==> src/rtl/olmc_pkg.sv <==
package olmc_pkg;

    typedef enum logic {
        CELL_REGISTERED    = 1'b0,
        CELL_COMBINATIONAL = 1'b1
    } cell_kind_e;

    typedef struct packed {
        cell_kind_e kind;
        logic       act_high;
    } cell_arch_t;

    typedef struct packed {
        logic data;
        logic enable;
        logic feedback;
    } pin_drive_t;

    function automatic logic apply_polarity(input logic value, input logic act_high);
        return act_high ? value : ~value;
    endfunction

endpackage

==> src/rtl/olmc_term_sum.sv <==
module olmc_term_sum
    import olmc_pkg::*;
#(
    parameter int NUM_TERMS = 8,
    parameter int OE_TERM   = 0
) (
    input  logic [NUM_TERMS-1:0] pterm,
    output logic                 sum_all,
    output logic                 sum_data,
    output logic                 oe_term
);
    localparam int IDX_W = (NUM_TERMS > 1) ? $clog2(NUM_TERMS) : 1;

    logic [NUM_TERMS-1:0] data_terms;

    // Every term except the one reserved for output enable
    for (genvar g = 0; g < NUM_TERMS; g++) begin : g_mask
        if (g == OE_TERM) begin : g_oe
            assign data_terms[g] = 1'b0;
        end else begin : g_data
            assign data_terms[g] = pterm[g];
        end
    end

    assign sum_all  = |pterm;
    assign sum_data = |data_terms;
    assign oe_term  = pterm[IDX_W'(OE_TERM)];

endmodule

==> src/rtl/olmc_state_reg.sv <==
module olmc_state_reg
    import olmc_pkg::*;
#(
    parameter int PRELOAD_W = 8,
    parameter int CELL_IDX  = 3
) (
    input  logic                 clk,
    input  logic                 rst,
    input  logic                 d,
    input  logic                 preload_en,
    input  logic [PRELOAD_W-1:0] preload_bus,
    output logic                 q
);
    localparam int SEL_W = (PRELOAD_W > 1) ? $clog2(PRELOAD_W) : 1;

    logic preload_bit;
    assign preload_bit = preload_bus[SEL_W'(CELL_IDX)];

    // Reset wins over preload, preload wins over capture
    always_ff @(posedge clk) begin
        if (rst) begin
            q <= 1'b0;
        end else if (preload_en) begin
            q <= preload_bit;
        end else begin
            q <= d;
        end
    end

endmodule

==> src/rtl/olmc_pin_mux.sv <==
module olmc_pin_mux
    import olmc_pkg::*;
(
    input  cell_arch_t arch,
    input  logic       q,
    input  logic       sum_data,
    input  logic       oe_term,
    input  logic       oe_pin_n,
    input  logic       pin_in,
    output pin_drive_t drive
);
    always_comb begin
        unique case (arch.kind)
            CELL_REGISTERED: begin
                drive.data     = apply_polarity(q, arch.act_high);
                drive.enable   = ~oe_pin_n;
                drive.feedback = q;
            end
            CELL_COMBINATIONAL: begin
                drive.data     = apply_polarity(sum_data, arch.act_high);
                drive.enable   = oe_term;
                drive.feedback = pin_in;
            end
            default: begin
                drive = '0;
            end
        endcase
    end

endmodule

==> src/rtl/olmc_reg_cell.sv <==
module olmc_reg_cell
    import olmc_pkg::*;
#(
    parameter int NUM_TERMS = 8,
    parameter int PRELOAD_W = 8,
    parameter int CELL_IDX  = 3
) (
    input  logic                 clk,
    input  logic                 rst,
    input  logic                 comb_sel,
    input  logic                 act_high,
    input  logic [NUM_TERMS-1:0] pterm,
    input  logic                 oe_pin_n,
    input  logic                 pin_in,
    input  logic                 preload_en,
    input  logic [PRELOAD_W-1:0] preload_bus,
    output logic                 pin_out,
    output logic                 pin_oe,
    output logic                 fb_out
);
    localparam int OE_TERM = 0;

    cell_arch_t arch;
    pin_drive_t drive;
    logic       sum_all;
    logic       sum_data;
    logic       oe_term;
    logic       q_state;

    assign arch.kind     = comb_sel ? CELL_COMBINATIONAL : CELL_REGISTERED;
    assign arch.act_high = act_high;

    olmc_term_sum #(
        .NUM_TERMS (NUM_TERMS),
        .OE_TERM   (OE_TERM)
    ) u_sum (
        .pterm    (pterm),
        .sum_all  (sum_all),
        .sum_data (sum_data),
        .oe_term  (oe_term)
    );

    olmc_state_reg #(
        .PRELOAD_W (PRELOAD_W),
        .CELL_IDX  (CELL_IDX)
    ) u_state (
        .clk         (clk),
        .rst         (rst),
        .d           (sum_all),
        .preload_en  (preload_en),
        .preload_bus (preload_bus),
        .q           (q_state)
    );

    olmc_pin_mux u_mux (
        .arch     (arch),
        .q        (q_state),
        .sum_data (sum_data),
        .oe_term  (oe_term),
        .oe_pin_n (oe_pin_n),
        .pin_in   (pin_in),
        .drive    (drive)
    );

    assign pin_out = drive.data;
    assign pin_oe  = drive.enable;
    assign fb_out  = drive.feedback;

endmodule

==> config.mk <==
export PLATFORM = sky130hd
export DESIGN_NAME = olmc_reg_cell
export DESIGN_NICKNAME = d
export VERILOG_FILES = /design/src/rtl/olmc_pkg.sv /design/src/rtl/olmc_term_sum.sv /design/src/rtl/olmc_state_reg.sv /design/src/rtl/olmc_pin_mux.sv /design/src/rtl/olmc_reg_cell.sv
export SDC_FILE = /design/constraint.sdc
export NUM_CORES = 1
export LEC_CHECK = 0
export ABC_AREA = 1
export BUFFER_PORTS_ARGS = -buffer_cell sky130_fd_sc_hd__buf_2
export CAP_MARGIN = 20
export CORE_AREA = 2 2 39 41
export CTS_CLUSTER_DIAMETER = 40
export DETAILED_ROUTE_END_ITERATION = 10
export DIE_AREA = 0 0 41 43
export PLACE_DENSITY = 0.37
export SLEW_MARGIN = 25
export SYNTH_ARGS = -nofsm -noshare
export SYNTH_HDL_FRONTEND = slang
export SYNTH_SLANG_ARGS = --single-unit
==> constraint.sdc <==
create_clock -name clk -period 2.04 [get_ports clk]
set_clock_uncertainty 0.2 [all_clocks]
set_input_delay 0.306 -clock clk [delete_from_list [all_inputs] [get_ports clk]]
set_output_delay 0.306 -clock clk [all_outputs]
set_load 0.1 [all_outputs]
==> impl_metrics.py, run 1 <==
metrics = {
    "routing": {
        "drtPass1Iterations": 2,
        "detailroute.via_count": 186,
        "routedWlPerCell_um": 6.121,
        "viasPerCell": 3.207,
        "drtIter0Drc": 2,
        "drc": 0,
        "wl_um": 355,
        "ant_nets": 0,
    },
    "critical_path": {
        "cp.arrival_ps": 1100,
        "criticalPathCategory": "in -> out",
        "crit_start": "pterm[5]",
        "worstSetupEndpointType": "output pin",
        "cp.required_ps": 1530,
        "start_kind": "input port",
        "path_max_fanout": 2,
    },
    "floorplanning": {
        "die_y_um": 43,
        "rows": 14,
        "core_area_um2": 1384,
        "initial_core_util_pct": 8.590,
        "die_area_um2": 1763,
        "ios": 26,
        "die_x_um": 41,
    },
    "min_path": {
        "min_path_cells": 3,
        "hold_start": "rst",
        "min_path_type": "in -> reg",
        "min_to": "u_state.q$_SDFF_PP0_",
    },
    "final_layout": {
        "n_antenna_cell": 0,
        "fin_nets": 67,
        "mostFrequentLayoutCells": "buf_2, nand2_1, nor2_1",
        "nFillCells": 157,
        "top_register": "u_state.q",
        "final_common_cell": "buf_2",
        "largest_register_ffs": 1,
        "multi_input_area_um2": 87.58,
        "fin_area_um2": 247.7,
        "drive_above_1_share_pct": 47.62,
        "regArea_um2": 20.02,
        "synthToLayoutAreaGrowth_pct": 108.4,
        "reg_top3": "u_state.q: 1 flops",
    },
    "placement": {
        "pre_cts_ws_ps": 413.6,
        "port_buffers": 18,
        "gp_congestion": 0.5164,
        "dpl.hpwl_um": 331.4,
        "placed_area_um2": 247.7,
    },
    "logic_synthesis": {
        "syn_avg_cell_area_um2": 4.953,
        "synth.area.top_cells": "nand2_1, dfxtp_1, nor2_1, inv_1, o21ai_2",
        "ys_ff_latch": 1,
        "synth_top_area_cell": "nand2_1",
        "netlist_instances": 24,
        "synth_warnings": 0,
        "seq_area_frac_synth_pct": 16.84,
        "synth_area_um2": 118.9,
        "synth_nets": 47,
        "ys_types": 9,
        "synth.top_cell.area_share_pct": 28.42,
    },
    "sta": {
        "maxSlewViolCount": 0,
        "rsz0062_at_grt": "no",
        "finalCritPeriodShare_pct": 78.76,
        "worstMarginPinSlew_ps": 482.8,
        "setup_tns_ps": 0,
        "max_freq_mhz": 622.4,
        "hold_ws_ps": 369.7,
        "post-route-min-period_ps": 1607,
        "final-hold-violation-count": 0,
        "fin_ws_ps": 433.2,
        "setup_viol": 0,
        "slew_headroom_pct": 68.03,
    },
    "clock_network": {
        "cts_resized": 0,
        "postCtsSetupBuffers": 0,
        "clk_pin_slew_ps": 0,
        "holdBufCountCts": 0,
    },
    "power_and_ir_drop": {
        "pwr-share-clk_pct": 0,
        "p_sw_mw": 0.05303,
        "p_comb_share_pct": 78.3,
        "power_frac_seq_pct": 21.7,
        "switching_share_pct": 53.36,
        "vdd_drop_max_mv": 0.09571,
        "cellLeakagePower_nw": 0.1495,
        "total_power_mw": 0.09937,
        "p_per_area_nw_per_um2": 401.1,
        "internal-power_mw": 0.04635,
    },
    "global_route": {
        "grt_pass1_vias": 146,
        "grt_remaining_overflow": 0,
        "antenna_found_initial": 0,
        "grt_pass1_wl_um": 538,
        "track_usage_pct": 4.004,
        "grt_start_max_net_pins": 6,
    },
    "run_status": {
        "status": "complete, no violations",
    },
    "run": {
        "maxCapViolations": 0,
    },
}
[power groups by stage]
stage,logic (mW),clock network (mW),registers (mW)
after CTS,0.0784,0,0.0216
final,0.0778,0,0.0216
after detailed placement,0.0783,0,0.0216
after floorplan,0.0498,0,0.0215
after global routing,0.0834,0,0.0217
after global placement,0.0779,0,0.0216
[through the flow]
| step | util (%) | std cells |
|---|---|---|
| after floorplan | - | 24 |
| after global placement | 17.90 | 58 |
| after detailed placement | 17.90 | 58 |
| after CTS | 17.90 | 58 |
| after global routing | 17.90 | 58 |
| final | 17.90 | 58 |
[worst max-delay path, cell delays in order]
cell and delay, ps:
buf_2 90, nor2_1 90, nand2_1 80, o21ai_2 150
nand3_1 80, nand2_1 110, buf_12 180
[cells in the mapped netlist]
| master | count |
|---|---|
| a21oi_1 | 1 |
| dfxtp_1 | 1 |
| inv_1 | 4 |
| nand2_1 | 9 |
| nand3_1 | 1 |
| nor2_1 | 5 |
| o21ai_0 | 1 |
| o21ai_2 | 1 |
| o21bai_1 | 1 |
[worst max path at each step]
| stage | end | slack, ps | cells after the start |
|---|---|---|---|
| finish | pin_out | 430 | 7 |
| global route | pin_out | 320 | 7 |
| CTS | pin_out | 410 | 7 |
| detailed placement | pin_out | 410 | 7 |
| global placement | pin_out | 430 | 7 |
| floorplan | pin_out | 210 | 5 |
[metal layers]
| layer | part of all wire, % | global-route usage (%) |
|---|---|---|
| met2 | 42 | 7.187 |
| met5 | 0 | 0 |
| met1 | 44 | 5.414 |
| met4 | 0 | 0 |
| met3 | 14 | 0 |
[cell families after synthesis]
logic type / count (synthesis) / share of synthesized area, %
and+or+nand+nor: 15 / 48.42
AOI/OAI and AO/OA: 4 / 22.10
buffers and inverters: 4 / 12.63
DFF: 1 / 16.84
[area by class of cell]
type,instances,share of cell area (%)
inverters,4,6.061
well taps,16,8.081
repair buffers,18,42.42
multi-input cells,19,35.35
flip-flops and latches,1,8.081
No activity file was read; power rests on OpenSTA's default activity.
==> run 2: changes to the inputs <==
clock period = 1.6 ns   (was 2.04 ns; I/O delays follow)
==> run 2 against run 1 <==
Sequential power increased by 27%. Hold slack got worse by 72 ps. Flip-flop and latch count unchanged. Combinational power rose by 50%. Final cell count unchanged. Design area increased by 16%. Global-route usage up 0.50 points. Critical path depth rose by 1. Largest power group unchanged.
==> impl_metrics.py, run 2 (synthesis results as in run 1) <==
metrics = {
    "final_layout": {
        "drive_above_1_share_pct": 54.76,
        "finalNonFillerCells": 58,
        "final_common_cell": "buf_2",
        "top_register": "u_state.q",
        "mostFrequentLayoutCells": "buf_2, nand2_1, nor2_1, inv_1, buf_12",
        "synthToLayoutAreaGrowth_pct": 142.1,
        "fin_nets": 67,
        "reg_top3": "u_state.q: 1 flops",
        "largest_register_ffs": 1,
        "n_antenna_cell": 0,
    },
    "routing": {
        "drc": 0,
        "detailroute.via_count": 185,
        "viasPerCell": 3.190,
        "drtPass1Iterations": 1,
        "wl_met2_um": 146,
        "ant_nets": 0,
        "wl_um": 364,
        "met3WireLength_um": 43,
        "routedWlPerCell_um": 6.276,
        "met1_length_um": 174,
        "drtIter0Drc": 0,
        "topRoutingLayerUsed": "met3",
    },
    "critical_path": {
        "cp.required_ps": 1160,
        "criticalPathCategory": "in -> out",
        "crit_start": "pterm[2]",
        "worstSetupEndpointType": "output pin",
        "path_max_fanout": 2,
        "start_kind": "input port",
        "cp.arrival_ps": 1050,
    },
    "run_status": {
        "status": "complete, no violations",
    },
    "placement": {
        "pre_cts_ws_ps": 121.4,
        "gp_congestion": 0.5447,
        "dpl.hpwl_um": 341.6,
        "port_buffers": 18,
        "dpl.cell_count": 58,
    },
    "power_and_ir_drop": {
        "total_power_mw": 0.1443,
        "cellLeakagePower_nw": 0.1610,
        "p_per_area_nw_per_um2": 501.5,
        "vdd_drop_max_mv": 0.1623,
    },
    "global_route": {
        "grt_pass1_wl_um": 593,
        "grt_remaining_overflow": 0,
        "track_usage_pct": 4.500,
        "grt_pass1_vias": 146,
        "grt_start_max_net_pins": 6,
        "antenna_found_initial": 0,
    },
    "sta": {
        "finalCritPeriodShare_pct": 93.33,
        "worstMarginPinSlew_ps": 151.6,
        "setup_viol": 0,
        "final-hold-violation-count": 0,
        "hold_ws_ps": 297.7,
        "slew_headroom_pct": 89.89,
        "max_freq_mhz": 669.6,
        "post-route-min-period_ps": 1493,
        "maxSlewViolCount": 0,
        "fin_ws_ps": 106.7,
    },
    "clock_network": {
        "holdBufCountCts": 0,
        "postCtsSetupBuffers": 0,
        "clk_pin_slew_ps": 0,
    },
    "floorplanning": {
        "core_area_um2": 1384,
        "ios": 26,
        "die_x_um": 41,
        "rows": 14,
        "initial_core_util_pct": 8.590,
        "die_y_um": 43,
        "die_area_um2": 1763,
    },
    "run": {
        "maxCapViolations": 0,
    },
    "min_path": {
        "hold_start": "rst",
        "min_path_cells": 3,
        "min_path_type": "in -> reg",
    },
}
## run 2: cell counts in the layout (fill, tap and decap cells not counted)
Identical to the previous run, type by type.
## run 2: final timing paths
check / to / slack, ps
setup / recovery: pin_out / 110
hold / removal: u_state.q$_SDFF_PP0_ / 300
## run 2: worst max-delay path, cell delays in order
cell     delay [ps]
buf_2           100
nor2_1           90
nand2_1          90
o21ai_2         170
nand2_1          70
nand2_1          70
nand2_2          60
buf_12          160
## run 2: what timing repair did
action	in CTS	in global routing
resized for setup	0	2
endpoints found under the hold margin	0	0
endpoints found under the setup margin	0	1
## run 2: layout make-up
class / count / area [µm²]
flip-flops and latches: 1 / 20.02
fillers: 158 / 1096
repair buffers: 18 / 135.1
multi-input cells: 19 / 97.59
inverters: 4 / 15.01
well taps: 16 / 20.02
## run 2: metrics by stage
step / utilization, % / instance area, µm² / TNS (ps)
final: 20.80 / 287.8 / 0
after floorplan: - / 125.1 / 0
after global placement: 20.25 / 280.3 / 0
after CTS: 20.25 / 280.3 / 0
after global routing: 20.80 / 287.8 / -7.151
after detailed placement: 20.25 / 280.3 / 0
## run 2: layer usage
layer / GRT usage, % / vias up
li1: - / 109
met1: 6.984 / 63
met2: 7.187 / 13
met3: 0 / 0
met4: 0 / 0
met5: 0 / -
## run 2: power by group
group          switching (mW)  internal [mW]  total (mW)
Sequential           0.000371         0.0271      0.0275
Clock                       0              0           0
Combinational          0.0712         0.0456       0.117
Total                  0.0716         0.0727       0.144
